[config.mk]
export PLATFORM = sky130hd
export DESIGN_NAME = pm_evt_block
export DESIGN_NICKNAME = d
export VERILOG_FILES = /design/src/rtl/pm_evt_pkg.sv /design/src/rtl/pm_evt_decode.sv /design/src/rtl/pm_evt_timer.sv /design/src/rtl/pm_evt_regs.sv /design/src/rtl/pm_evt_block.sv
export SDC_FILE = /design/constraint.sdc
export NUM_CORES = 1
export LEC_CHECK = 0
export CAP_MARGIN = 20
export CORE_UTILIZATION = 37
export DETAILED_ROUTE_END_ITERATION = 7
export DONT_BUFFER_PORTS = 1
export PLACE_DENSITY = 0.51
export SLEW_MARGIN = 20
export SYNTH_ARGS = -nofsm -noshare
export SYNTH_HDL_FRONTEND = slang
export SYNTH_SLANG_ARGS = --single-unit
export TNS_END_PERCENT = 5
[constraint.sdc]
create_clock -name clk_i -period 4.15 [get_ports clk_i]
set_clock_uncertainty 0.15 [all_clocks]
set_input_delay 0.2075 -clock clk_i [delete_from_list [all_inputs] [get_ports clk_i]]
set_output_delay 0.2075 -clock clk_i [all_outputs]
set_load 0.02 [all_outputs]
[src/rtl/pm_evt_pkg.sv]
`timescale 1ns/1ps
package pm_evt_pkg;
  localparam int REG_W = 16;
  localparam int OFS_W = 4;

  localparam logic [OFS_W-1:0] OFS_STS = 4'h0;
  localparam logic [OFS_W-1:0] OFS_EN  = 4'h2;
  localparam logic [OFS_W-1:0] OFS_CTL = 4'h4;
  localparam logic [OFS_W-1:0] OFS_TMR = 4'h8;

  localparam int BIT_TMR = 0;
  localparam int BIT_GBL = 5;
  localparam int BIT_PWR = 8;
  localparam int BIT_RTC = 10;

  localparam logic [REG_W-1:0] EVT_MASK =
    REG_W'((1 << BIT_TMR) | (1 << BIT_GBL) | (1 << BIT_PWR) | (1 << BIT_RTC));

  typedef enum logic [2:0] {
    SEL_NONE,
    SEL_STS,
    SEL_EN,
    SEL_CTL,
    SEL_TMR
  } reg_sel_e;

  typedef struct packed {
    logic     wr;
    logic     rd;
    reg_sel_e sel;
  } acc_t;
endpackage

[src/rtl/pm_evt_decode.sv]
`timescale 1ns/1ps
module pm_evt_decode
  import pm_evt_pkg::*;
#(
  parameter int ADDR_W   = 16,
  parameter int WIN_BITS = 6
) (
  input  logic [ADDR_W-1:0] addr_i,
  input  logic [ADDR_W-1:0] base_i,
  input  logic              dec_en_i,
  input  logic              wr_i,
  input  logic              rd_i,
  input  logic              wide_i,
  output acc_t              acc_o,
  output logic              hit_o
);
  localparam logic [ADDR_W-1:0] WIN_MASK = {ADDR_W{1'b1}} << WIN_BITS;

  logic             in_win;
  logic [OFS_W-1:0] ofs;
  reg_sel_e         sel;

  assign in_win = dec_en_i && ((addr_i & WIN_MASK) == (base_i & WIN_MASK));
  assign ofs    = addr_i[OFS_W-1:0];

  always_comb begin
    sel = SEL_NONE;
    if (in_win) begin
      if (wide_i) begin
        if (ofs == OFS_TMR) sel = SEL_TMR;
      end else begin
        case (ofs)
          OFS_STS: sel = SEL_STS;
          OFS_EN:  sel = SEL_EN;
          OFS_CTL: sel = SEL_CTL;
          default: sel = SEL_NONE;
        endcase
      end
    end
  end

  assign acc_o.wr  = wr_i && in_win;
  assign acc_o.rd  = rd_i && in_win;
  assign acc_o.sel = sel;
  assign hit_o     = in_win && (wr_i || rd_i);
endmodule

[src/rtl/pm_evt_timer.sv]
`timescale 1ns/1ps
module pm_evt_timer #(
  parameter int TMR_W = 24
) (
  input  logic             clk_i,
  input  logic             rst_ni,
  input  logic             tick_i,
  output logic [TMR_W-1:0] cnt_o,
  output logic             ovf_o
);
  logic [TMR_W-1:0] cnt_q, cnt_nxt;

  assign cnt_nxt = cnt_q + 1'b1;

  always_ff @(posedge clk_i or negedge rst_ni) begin
    if (!rst_ni)     cnt_q <= '0;
    else if (tick_i) cnt_q <= cnt_nxt;
  end

  // top bit change in either direction
  assign ovf_o = tick_i && (cnt_q[TMR_W-1] ^ cnt_nxt[TMR_W-1]);
  assign cnt_o = cnt_q;
endmodule

[src/rtl/pm_evt_regs.sv]
`timescale 1ns/1ps
module pm_evt_regs
  import pm_evt_pkg::*;
#(
  parameter logic [REG_W-1:0] STS_IMPL = EVT_MASK,
  parameter logic [REG_W-1:0] SCI_SRC  = EVT_MASK
) (
  input  logic             clk_i,
  input  logic             rst_ni,
  input  acc_t             acc_i,
  input  logic [REG_W-1:0] wdata_i,
  input  logic [REG_W-1:0] evt_set_i,
  output logic [REG_W-1:0] sts_o,
  output logic [REG_W-1:0] en_o,
  output logic [REG_W-1:0] ctl_o,
  output logic             sci_o
);
  logic             wr_sts, wr_en, wr_ctl;
  logic [REG_W-1:0] sts_q, en_q, ctl_q;

  assign wr_sts = acc_i.wr && (acc_i.sel == SEL_STS);
  assign wr_en  = acc_i.wr && (acc_i.sel == SEL_EN);
  assign wr_ctl = acc_i.wr && (acc_i.sel == SEL_CTL);

  for (genvar g = 0; g < REG_W; g++) begin : g_sts
    if (STS_IMPL[g]) begin : g_impl
      always_ff @(posedge clk_i or negedge rst_ni) begin
        if (!rst_ni)                     sts_q[g] <= 1'b0;
        else if (evt_set_i[g])           sts_q[g] <= 1'b1;  // set beats clear
        else if (wr_sts && wdata_i[g])   sts_q[g] <= 1'b0;
      end
    end else begin : g_tie
      assign sts_q[g] = 1'b0;
    end
  end

  always_ff @(posedge clk_i or negedge rst_ni) begin
    if (!rst_ni) begin
      en_q  <= '0;
      ctl_q <= '0;
    end else begin
      if (wr_en)  en_q  <= wdata_i;
      if (wr_ctl) ctl_q <= wdata_i;
    end
  end

  assign sci_o = |(sts_q & en_q & SCI_SRC);
  assign sts_o = sts_q;
  assign en_o  = en_q;
  assign ctl_o = ctl_q;
endmodule

[src/rtl/pm_evt_block.sv]
`timescale 1ns/1ps
module pm_evt_block
  import pm_evt_pkg::*;
#(
  parameter int ADDR_W   = 16,
  parameter int WIN_BITS = 6,
  parameter int TMR_W    = 24
) (
  input  logic              clk_i,
  input  logic              rst_ni,
  input  logic [ADDR_W-1:0] cfg_base_i,
  input  logic              cfg_dec_en_i,
  input  logic [ADDR_W-1:0] io_addr_i,
  input  logic              io_wr_i,
  input  logic              io_rd_i,
  input  logic              io_wide_i,
  input  logic [REG_W-1:0]  io_wdata_i,
  output logic [31:0]       io_rdata_o,
  output logic              io_hit_o,
  input  logic              tmr_tick_i,
  input  logic              pwrbtn_evt_i,
  input  logic              rtc_evt_i,
  input  logic              gbl_evt_i,
  output logic [REG_W-1:0]  ctl_o,
  output logic              sci_o
);
  acc_t             acc;
  logic [TMR_W-1:0] tmr_q;
  logic             tmr_ovf;
  logic [REG_W-1:0] evt_set;
  logic [REG_W-1:0] sts_q, en_q, ctl_q;

  pm_evt_decode #(.ADDR_W(ADDR_W), .WIN_BITS(WIN_BITS)) u_decode (
    .addr_i   (io_addr_i),
    .base_i   (cfg_base_i),
    .dec_en_i (cfg_dec_en_i),
    .wr_i     (io_wr_i),
    .rd_i     (io_rd_i),
    .wide_i   (io_wide_i),
    .acc_o    (acc),
    .hit_o    (io_hit_o)
  );

  pm_evt_timer #(.TMR_W(TMR_W)) u_timer (
    .clk_i  (clk_i),
    .rst_ni (rst_ni),
    .tick_i (tmr_tick_i),
    .cnt_o  (tmr_q),
    .ovf_o  (tmr_ovf)
  );

  always_comb begin
    evt_set          = '0;
    evt_set[BIT_TMR] = tmr_ovf;
    evt_set[BIT_GBL] = gbl_evt_i;
    evt_set[BIT_PWR] = pwrbtn_evt_i;
    evt_set[BIT_RTC] = rtc_evt_i;
  end

  pm_evt_regs #(.STS_IMPL(EVT_MASK), .SCI_SRC(EVT_MASK)) u_regs (
    .clk_i     (clk_i),
    .rst_ni    (rst_ni),
    .acc_i     (acc),
    .wdata_i   (io_wdata_i),
    .evt_set_i (evt_set),
    .sts_o     (sts_q),
    .en_o      (en_q),
    .ctl_o     (ctl_q),
    .sci_o     (sci_o)
  );

  always_comb begin
    io_rdata_o = '0;
    if (acc.rd) begin
      case (acc.sel)
        SEL_STS: io_rdata_o = 32'(sts_q);
        SEL_EN:  io_rdata_o = 32'(en_q);
        SEL_CTL: io_rdata_o = 32'(ctl_q);
        SEL_TMR: io_rdata_o = 32'(tmr_q);
        default: io_rdata_o = '0;
      endcase
    end
  end

  assign ctl_o = ctl_q;
endmodule

**Yosys cells after proc, flatten, opt, wreduce, memory -nomap -nowiden**

Index checks and enable logic that the tools add are counted.

- Bits in registers: 60
- Input bits: 58
- Output and inout port bits: 50
- Word-level logic and storage cells: 51

- $add $sub $neg: 1
- Equality and inequality tests: 8
- Mux-type cells: 14
- Bitwise logic cells: 2
- Reduce and logical (&&, ||, !) cells: 19

Operators with widths:

| kind | count |
|---|---|
| one-hot mux 24 bit (4 select lines) | 1 |
| adder 24 x 1 -> 24 bit, second input constant | 1 |
| two-way mux 24 bit | 1 |
| logical AND 1 bit | 12 |
| bitwise AND 11 bit | 1 |
| equality test 10 bit | 1 |
| two-way mux 3 bit | 3 |
| two-way mux 1 bit | 8 |
| nonzero test 2 bit | 4 |
| equality test 3 x 2 -> 1 bit, second input constant | 2 |
| one-hot mux 2 bit (3 select lines) | 1 |
| equality test 4 x 2 -> 1 bit, second input constant | 1 |
| equality test 4 x 3 -> 1 bit, second input constant | 1 |
| equality test 4 bit, second input constant | 1 |
| logical NOT 4 bit | 1 |
| OR reduction 4 bit | 1 |
| equality test 3 x 1 -> 1 bit, second input constant | 1 |
| equality test 3 bit, second input constant | 1 |
| logical OR 1 bit | 1 |
| bitwise XOR 1 bit | 1 |

**Longest topological paths before layout**

Gate-level depths: netlist of run 1.

- Word-level depth: 9
- Mapped depth: 6
- Depth with buffers taken out: 5

**Modules after synthesis**

From an unflattened synthesis of run 1, not the netlist that was laid out.

- Cells, all modules: 323
- Area total of the unflattened synthesis: 3618.5 µm²

Modules (own cells, without submodules):

| module | times used | cells an instance | area each (µm²) | seq. area each (µm²) |
|---|---|---|---|---|
| pm_evt_regs | 1 | 102 | 1551.5 | 900.9 |
| pm_evt_timer | 1 | 95 | 1153.6 | 600.6 |
| pm_evt_block | 1 | 100 | 693.2 | 0.0 |
| pm_evt_decode | 1 | 26 | 220.2 | 0.0 |

**Worst setup path after synthesis of run 1**

No wires, ideal clock.

- Path kind: in2out
- From: input io_wide_i
- To: output io_rdata_o[0]
- Arrival time: 1.510 ns
- Required time: 3.793 ns
- Slack: 2.283 ns
- Cell stages on the path: 6
- Buffers on the path: 2
- Path through: nor4_1 -> and2_1 -> clkbuf_1 -> buf_2 -> a22oi_1 -> a21oi_1

- Longest elaborated chain between the ends: 5
- Elaborated cells between the ends (all ways): 8
- Classes of those cells: eq/ne (4); mux (4)

Ends and longest elaborated chain:

| item | RTL line | RTL |
|---|---|---|
| from (decl) | pm_evt_block.sv:16 | `input logic io_wide_i,` |
| two-way mux 3 bit * | pm_evt_decode.sv:29 | `if (wide_i) begin` |
| two-way mux 3 bit * | pm_evt_decode.sv:28 | `if (in_win) begin` |
| equality test 3 bit, or another cell as far along | pm_evt_block.sv:75 | `case (acc.sel)` |
| one-hot mux 24 bit (4 select lines) * | pm_evt_block.sv:75 |  |
| two-way mux 24 bit * | pm_evt_block.sv:74 | `if (acc.rd) begin` |
| to (decl) | pm_evt_block.sv:18 | `output logic [31:0] io_rdata_o,` |

Every way passes the cells marked *; elsewhere a longest branch is shown, timed or not.

**Worst setup path after layout of run 1**

- From: input cfg_base_i[9]
- To: output io_rdata_o[0]

- Longest elaborated chain between the ends: 6
- Elaborated cells between the ends (all ways): 10
- Classes of those cells: eq/ne (5); mux (3); reduce/logical (2)

Ends and longest elaborated chain:

| item | RTL line | RTL |
|---|---|---|
| from (decl) | pm_evt_block.sv:11 | `input logic [ADDR_W-1:0] cfg_base_i,` |
| equality test 10 bit * | pm_evt_decode.sv:23 | `assign in_win = dec_en_i && ((addr_i & WIN_MASK) == (base_i & WIN_MASK));` |
| logical AND 1 bit * | pm_evt_decode.sv:23 |  |
| two-way mux 3 bit | pm_evt_decode.sv:28 |  |
| equality test 3 bit, or another cell as far along | pm_evt_block.sv:75 |  |
| one-hot mux 24 bit (4 select lines) | pm_evt_block.sv:75 |  |
| two-way mux 24 bit * | pm_evt_block.sv:74 |  |

Marked as above.

==> results.toml, run 1 <==
[run_status]
status = "finished, violations left"
failed_checks = "design-rule violations"

[clock_tree]
numCtsBuffers = 9
cts_sinks = 60
cts_root_buf = "clkbuf_8"
postCtsSetupBuffers = 0
cts_buffer_depth = 2
htree_levels = 3
cts_resized = 0
clkTransAtPathRegs_ns = 0.07
insertion_delay_ns = 0.34
cts_tree = "yes"
hold_buffers = 22

[setup_path]
critPathKind = "input port to output port"
critPathLaunchType = "input port"
setup.worst_path.end_class = "output port"
crit_fanout = 16
crit_path_start = "cfg_base_i[9]"
worstPathRequired_ns = 3.79
r2r_start = "u_timer.cnt_o[0]"
worstPathArrival_ns = 2.23
path_cells = "xnor2_1, nand4_2, nand4bb_1, a21oi_1"
slowest_delay_ns = 0.85
slowest_stage = "nand4bb_1"

[layout]
drive_above_1_share_pct = 18.2
layout.nets = 361
multiInputGateArea_um2 = 1470
final_cells = 412
fin_util_pct = 44.8
seq_area_um2 = 1500
area_growth_pct = 17.7
fillerInstances = 780
antenna_cells = 0

[pwr]
vdd_drop_max_mv = 0.230
p_total_mw = 1.45
power_density_nw_per_um2 = 395
p_leak_nw = 1.53

[sta]
fmax_ghz = 0.387
tightestPinTransition_ns = 1.01
holdWs_ns = 0.0528
max-slew-margin-rel_pct = 32.5
slew_violations = 0
finalSetupViolations = 0
rsz0062_at_grt = "false"
fin_tns_setup_ns = 0
hold_violations = 0
period_share_pct = 62.3
period_minus_slack_ns = 2.58

[floorplan]
ios = 108
die_w_um = 93.7
rows = 33
die_h_um = 93.7
core_area_um2 = 8180
start_util_pct = 38.0
die_area_um2 = 8770

[yosys]
synth_top_area_cell = "dfrtp_1"
async_flop_share_pct = 100
synth_edf_count = 0
yosysSeqAreaShare_pct = 48.3
synth_top_area_share_pct = 48.3
synth_ff_type = "dfrtp_1"
synthesis.area_um2 = 3110
synth_common_cells = "60 x dfrtp_1, 33 x mux2_2, 26 x xnor2_1"
netlist_instances = 277
ys_warn_count = 0
syn_area_per_cell_um2 = 11.2
yosysUniqueCellTypes = 35
netlist_top_cells_area = "dfrtp_1 48%, mux2_2 12%, xnor2_1 7.3%"
ys_ff_latch = 60
yosys.cell_count.top_type = "dfrtp_1"

[min_path]
hold_start = "tmr_tick_i"
hold_path_class = "input port to flip-flop"

[route]
vias = 2241
avgRoutedWirePerCell_um = 17.4
drt-initial-drc-count = 160
drc = 3
via_per_inst = 5.44
drt_wl_total_um = 7150
detail-route-antenna-nets = 0
dr.pass1.iters = 8

[place]
place.gp.congestion = 0.721
dp.cells = 374
place_hpwl_um = 4930
io_buffers = 0

[global_route]
grt_max_degree = 61
grt_pass1_vias = 2330
grt_overflow = 0
grt_antenna_before_repair = 0
grt_pass1_wl_um = 11500
grt_use_total_pct = 17.7

[run]
cap_viol_max_count = 0
[through the flow]
stage	cell area, um^2	setup WS [ns]
detailed placement	3170	1.53
floorplan	3140	2.28
global placement	3170	1.53
global route	3660	1.30
finish	3660	1.57
CTS	3660	1.53
[flip-flops by register name (all words and copies together) (netlist names)]
signal / count
u_regs.sts_o: 4
u_regs.en_o: 16
u_timer.cnt_o: 24
u_regs.ctl_o: 16
[critical path: cells and delay by family]
family | cells | cell delay [ns]
AND/OR/NAND/NOR | 2 | 1.11
AO/OA/AOI/OAI | 1 | 0.74
XOR/XNOR | 1 | 0.16
[logic make-up after synthesis]
family	synth area share [%]
AOI/OAI and AO/OA	8.53
DFF	48.3
adders and majority gates	0.402
muxes	12.0
and+or+nand+nor	16.1
xor gates and xnor gates	9.30
buffers and inverters	5.27
other	0.121
[layout make-up]
class | count | area share, %
clock buffers | 11 | 3.86
clock inverters | 5 | 2.94
inverters | 13 | 1.33
multi-input cells | 193 | 40.2
flip-flops and latches | 60 | 41.0
well taps | 105 | 3.59
repair buffers | 25 | 7.11
[report_power, final]
| group | switching (mW) | internal, mW | total, mW |
|---|---|---|---|
| logic | 0.0678 | 0.0606 | 0.128 |
| registers | 0.0435 | 0.618 | 0.661 |
| clock network | 0.239 | 0.419 | 0.658 |
[routing by layer]
metal / up-vias / share of wire, % / global-route usage, % / wire length [um]
met2: 86 / 47 / 27.8 / 3350
met3: 10 / 7.6 / 6.15 / 543
li1: 1055 / - / - / -
met5: - / 0 / 0 / 0
met1: 1090 / 44 / 22.3 / 3120
met4: 0 / 1.9 / 6.92 / 138
[worst paths after layout]
path	endpoint	slack [ns]	cells after the start
min in group asynchronous	u_timer.cnt_o[22]	0.26	2
worst max-delay path	io_rdata_o[0]	1.57	4
max in group asynchronous	u_regs.en_o[4]	3.31	2
worst max register to register	u_timer.cnt_o[18]	2.10	5
worst min register to register	u_timer.cnt_o[23]	0.32	1
worst min-delay path	u_timer.cnt_o[3]	0.05	2
[placed cells by master (no fill, tap or decap), drive strengths merged, types with 6 or more instances in the layout]
master and instances:
dfrtp 60, nor4 6, a22oi 10, nand4 11
nand3 9, nand2 11, xor2 7, inv 13
xnor2 26, dlygate4sd3 21, conb 8, nor2 21
a222oi 12, mux2 33, clkbuf 11, nor3 12
Power figures use the tool's default switching activity.
==> inputs of run 2 (changes only) <==
PLACE_DENSITY = 0.53   (was 0.51)
clock period = 2.1 ns   (was 4.15 ns; I/O delays follow)
==> results.toml, run 2 (synthesis results as in run 1) <==
[setup_path]
path_buf_inv = 0
r2r.worst_path.cells = 5
path_cells = "ha_1, nand4_1, nor4_1, nand4_1, xnor2_1"
r2r_setup_slack_ns = 0.26
r2r-end = "u_timer.cnt_o[14]"
cpMostUsedCell = "nand4_1"
crit_fanout = 4
slowest_delay_ns = 0.46
setup.worst_path.end_class = "flip-flop"
r2r_start = "u_timer.cnt_o[1]"
critPathLaunchType = "flip-flop"
worstPathRequired_ns = 2.17
critPathKind = "flip-flop to flip-flop"
worstPathArrival_ns = 1.91
critPathTopFamily = "simple AND/OR/NAND/NOR gates"
slowest_stage = "nor4_1"

[place]
place_hpwl_um = 5020
dpl_cell_area_um2 = 3430
place.gp.congestion = 0.739
io_buffers = 0

[pwr]
power_density_nw_per_um2 = 701
comb_power_share_pct = 9.4
p_total_mw = 2.72
p_clk_share_pct = 42.5
vdd_drop_max_mv = 0.483
power.switching_mw = 0.710
p_int_mw = 2.01
swShare_pct = 26.1
pwr-share-seq_pct = 48.1
p_leak_nw = 1.68

[min_path]
hold_start = "io_addr_i[2]"
min_to = "u_regs.sts_o[0]"
hold_path_class = "input port to flip-flop"
whs_path_depth = 5

[clock_tree]
numCtsBuffers = 9
cts_sinks = 60
cts_tree = "yes"
insertion_delay_ns = 0.34
clkTransAtPathRegs_ns = 0.07
cts_buffer_depth = 2
htree_levels = 3
postCtsSetupBuffers = 0
cts_root_buf = "clkbuf_8"

[layout]
layout.nets = 393
largest_reg_flops = 24
area_growth_pct = 24.8
antenna_cells = 0
final_cell_mix = "60 x dfrtp_1, 34 x buf_4, 33 x mux2_2, 26 x xnor2_1"
fillerInstances = 791
design_area_um2 = 3880
final_common_cell = "dfrtp_1"
drive_above_1_share_pct = 26.0

[route]
via_per_inst = 5.30
vias = 2351
dr.pass1.iters = 4
drt_wl_total_um = 7390
top_layer = "met4"
met3_length_um = 419
drc = 0
drt-met1-wl_um = 3200
detail-route-antenna-nets = 0
drt-initial-drc-count = 143
avgRoutedWirePerCell_um = 16.6
met2WireLength_um = 3690

[run]
cap_viol_max_count = 0

[global_route]
grt_max_degree = 61
grt_pass1_vias = 2443
grt_use_total_pct = 18.5
grt_pass1_wl_um = 12300
grt_antenna_before_repair = 0
grt_overflow = 0

[sta]
rsz0062_at_grt = "false"
fin_tns_setup_ns = 0
period_minus_slack_ns = 1.84
finalSetupViolations = 0
fmax_ghz = 0.545
hold_violations = 0
slew_violations = 0
period_share_pct = 87.4

[floorplan]
die_h_um = 93.7
rows = 33
die_w_um = 93.7
start_util_pct = 38.0
ios = 108
die_area_um2 = 8770
core_area_um2 = 8180

[run_status]
status = "finished clean"
## run 2: cell count changes in the layout (fill, tap and decap cells not counted)
cell / previous run / this run
buf_4: 3 / 34
inv_6: 1 / 0
bufinv_16: 3 / 2
clkinv_2: 0 / 1
clkinvlp_4: 0 / 2
clkbuf_8: 10 / 9
buf_12: 0 / 1
## run 2: metal layers
layer	up-vias	track usage, %
met5	-	0
met4	0	8.08
met3	8	5.02
met2	66	29.8
met1	1158	23.3
li1	1119	-
## run 2: how the worst max path moves through the flow
| stage | start | endpoint | cells after the start |
|---|---|---|---|
| after floorplan | cfg_base_i[9] | u_regs.ctl_o[10] | 5 |
| after global placement | u_timer.cnt_o[0] | u_timer.cnt_o[14] | 5 |
| after detailed placement | u_timer.cnt_o[0] | u_timer.cnt_o[14] | 5 |
| after CTS | u_timer.cnt_o[1] | u_timer.cnt_o[14] | 5 |
| after global routing | u_timer.cnt_o[0] | u_timer.cnt_o[14] | 5 |
| final | u_timer.cnt_o[1] | u_timer.cnt_o[14] | 5 |
## run 2: cell type report
class | count | area (um^2) | share of cell area, %
inverter | 13 | 48.8 | 1.26
multi-input combinational | 193 | 1470 | 37.9
tap | 105 | 131 | 3.38
clock inverter | 6 | 88.8 | 2.29
timing repair buffer | 57 | 513 | 13.2
clock buffer | 10 | 128 | 3.29
sequential | 60 | 1500 | 38.7
## run 2: worst reg2reg max path: cells and delay by family (launching register included)
| kind | cells | cell delay (ns) |
|---|---|---|
| XOR/XNOR | 1 | 0.14 |
| AND/OR/NAND/NOR | 3 | 0.84 |
| adder cells (fa/ha/maj) | 1 | 0.19 |
| flip-flops | 1 | 0.40 |
## run 2: stage by stage
step / hold WS, ns / worst slack (ns) / util [%] / cells
floorplan: -0.341 / 0.338 / - / 284
global placement: -0.339 / 0.268 / 41.9 / 406
detailed placement: -0.339 / 0.263 / 41.9 / 406
CTS: 0.0952 / 0.247 / 47.5 / 444
global route: 0.0970 / 0.0881 / 47.5 / 444
finish: 0.103 / 0.264 / 47.5 / 444
## run 2: what timing repair did
| item | in CTS | in global routing |
|---|---|---|
| gates resized for setup | 0 | 0 |
| setup endpoints to repair | 0 | 0 |
| hold buffers | 22 | 0 |
| hold endpoints to repair | 101 | 0 |
## run 2: power by group through the flow
stage | Combinational (mW) | Clock, mW | Sequential (mW)
finish | 0.256 | 1.16 | 1.31
global route | 0.288 | 1.23 | 1.32
CTS | 0.259 | 1.18 | 1.31
detailed placement | 0.196 | 0 | 1.33
global placement | 0.191 | 0 | 1.32
floorplan | 0.183 | 0 | 1.30
==> inputs of run 3 (changes only) <==
REMOVE_ABC_BUFFERS = 1   (was default)
clock period = 1.5 ns   (was 2.1 ns; I/O delays follow)
==> results.toml, run 3 (synthesis results as in run 1) <==
[layout]
drive_above_1_share_pct = 41.9
final_common_cell = "buf_4"
largest_reg_flops = 24
final_cells = 487
fillerInstances = 723
layout.nets = 438
area_growth_pct = 41.8
final_cell_mix = "71 x buf_4, 57 x dfrtp_1, 33 x mux2_2, 21 x xnor2_1, 21 x nor2_1"
fin_util_pct = 53.9
antenna_cells = 0

[pwr]
swShare_pct = 25.1
p_leak_nw = 1.97
p_clk_share_pct = 34.5
p_int_mw = 2.83
vdd_drop_max_mv = 0.455
power.switching_mw = 0.949
comb_power_share_pct = 18.3
pwr-share-seq_pct = 47.2
power_density_nw_per_um2 = 857

[global_route]
grt_use_total_pct = 18.7
grt_pass1_vias = 2596
top_usage_layer = "met2"
grt_antenna_before_repair = 0
grt_overflow = 0
use_met3_pct = 4.61
grt_max_degree = 61
grtUsageMet1_pct = 23.0
grtUsageMet2_pct = 30.8
grt_pass1_wl_um = 12400

[place]
dp_slack_ns = -0.245
place.gp.congestion = 0.845
dp.cells = 452
place_hpwl_um = 5430
io_buffers = 0

[route]
via_per_inst = 5.14
vias = 2501
avgRoutedWirePerCell_um = 15.4
dr.pass1.iters = 5
drt-initial-drc-count = 146
drt_wl_total_um = 7480
detail-route-antenna-nets = 0
drc = 0

[floorplan]
die_area_um2 = 8770
core_area_um2 = 8180
start_util_pct = 38.0
rows = 33
die_w_um = 93.7
ios = 108
die_h_um = 93.7

[setup_path]
r2r-end = "u_timer.cnt_o[8]"
r2r_start = "u_timer.cnt_o[0]"
crit_fanout = 3
r2r.worst_path.cells = 6
path_cells = "ha_1, nand4_1, buf_4, nor2_1, and3_1, xor2_1"
worstPathRequired_ns = 1.60
critPathKind = "flip-flop to flip-flop"
critPathLaunchType = "flip-flop"
slowest_stage = "dfrtp_1"
r2r_setup_slack_ns = -0.19
slowest_delay_ns = 0.40
setup.worst_path.end_class = "flip-flop"
worstPathArrival_ns = 1.79

[sta]
finalSetupViolations = 34
slew_violations = 0
period_minus_slack_ns = 1.69
fin_tns_setup_ns = -3.55
holdWs_ns = -0.717
timing.final.ws_setup_ns = -0.192
fmax_ghz = 0.591
period_share_pct = 113
hold_violations = 66
rsz0062_at_grt = "true"

[clock_tree]
cts_buffer_depth = 2
hold_buffers = 19
htree_levels = 3
cts_sinks = 60
clkTransAtPathRegs_ns = 0.07
cts_root_buf = "clkbuf_8"
cts_tree = "yes"
insertion_delay_ns = 0.34
numCtsBuffers = 9

[run_status]
failed_checks = "negative hold slack, negative setup slack"
status = "finished, violations left"

[run]
cap_viol_max_count = 0

[min_path]
hold_path_class = "input port to asynchronous set/reset pin"
## run 3: cell count changes in the layout (fill, tap and decap cells not counted), moves of 3 or more
| cell | change |
|---|---|
| buf_4 | +37 |
| nor3_1 | -10 |
| nor3_2 | +10 |
| buf_6 | +7 |
| xnor2_1 | -5 |
| buf_12 | +4 |
| clkbuf_8 | +3 |
| dfrtp_1 | -3 |
| dfrtp_2 | +3 |
| xnor2_4 | +3 |
## run 3: worst max path at each step
stage / from / endpoint / slack (ns) / depth (start not counted)
6_report: u_timer.cnt_o[0] / u_timer.cnt_o[8] / -0.19 / 6
2_1_floorplan: io_addr_i[2] / io_rdata_o[16] / -0.44 / 4
3_5_place_dp: u_timer.cnt_o[0] / u_timer.cnt_o[14] / -0.24 / 5
3_3_place_gp: u_timer.cnt_o[0] / u_timer.cnt_o[14] / -0.25 / 5
5_1_grt: u_timer.cnt_o[0] / u_regs.sts_o[0] / -0.31 / 6
4_1_cts: u_timer.cnt_o[0] / u_regs.sts_o[0] / -0.19 / 6
## run 3: final cells by class
class	count	area [um^2]	share of cell area, %
inverters	13	48.8	1.11
well taps	105	131	2.98
clock inverters	2	10.0	0.227
clock buffers	12	165	3.75
repair buffers	102	902	20.5
flip-flops and latches	60	1510	34.1
multi-input cells	193	1650	37.3
## run 3: metal layers
layer	vias to the layer above	share of wire (%)
met4	0	2.1
li1	1208	-
met2	68	49
met3	10	5.5
met1	1215	43
met5	-	0
## run 3: worst max-delay path: cells and delay by family, from the launching register on
family        cells  cell delay (ns)
xor+xnor          1             0.15
fa+ha+maj         1             0.20
simple gates      3             0.50
buf+inv           1             0.20
flops             1             0.40
## run 3: power groups by stage
stage,Sequential (mW),Clock (mW),Combinational (mW)
2_1_floorplan,1.82,0,0.239
3_3_place_gp,1.80,0,0.558
3_5_place_dp,1.81,0,0.579
4_1_cts,1.78,1.34,0.653
5_1_grt,1.79,1.41,0.740
6_report,1.78,1.30,0.691
## run 3: what timing repair did
| action | 4_1_cts | 5_1_grt |
|---|---|---|
| pin swaps | 9 | 5 |
| gates resized for setup | 24 | 14 |
| setup buffers | 1 | 1 |
| endpoints found under the hold margin | 103 | 64 |
| setup endpoints to repair | 43 | 44 |
## run 3: per-stage QoR
step	power (mW)	cell area [um^2]
2_1_floorplan	2.06	3020
3_3_place_gp	2.36	3820
3_5_place_dp	2.39	3820
4_1_cts	3.78	4310
5_1_grt	3.94	4410
6_report	3.78	4410
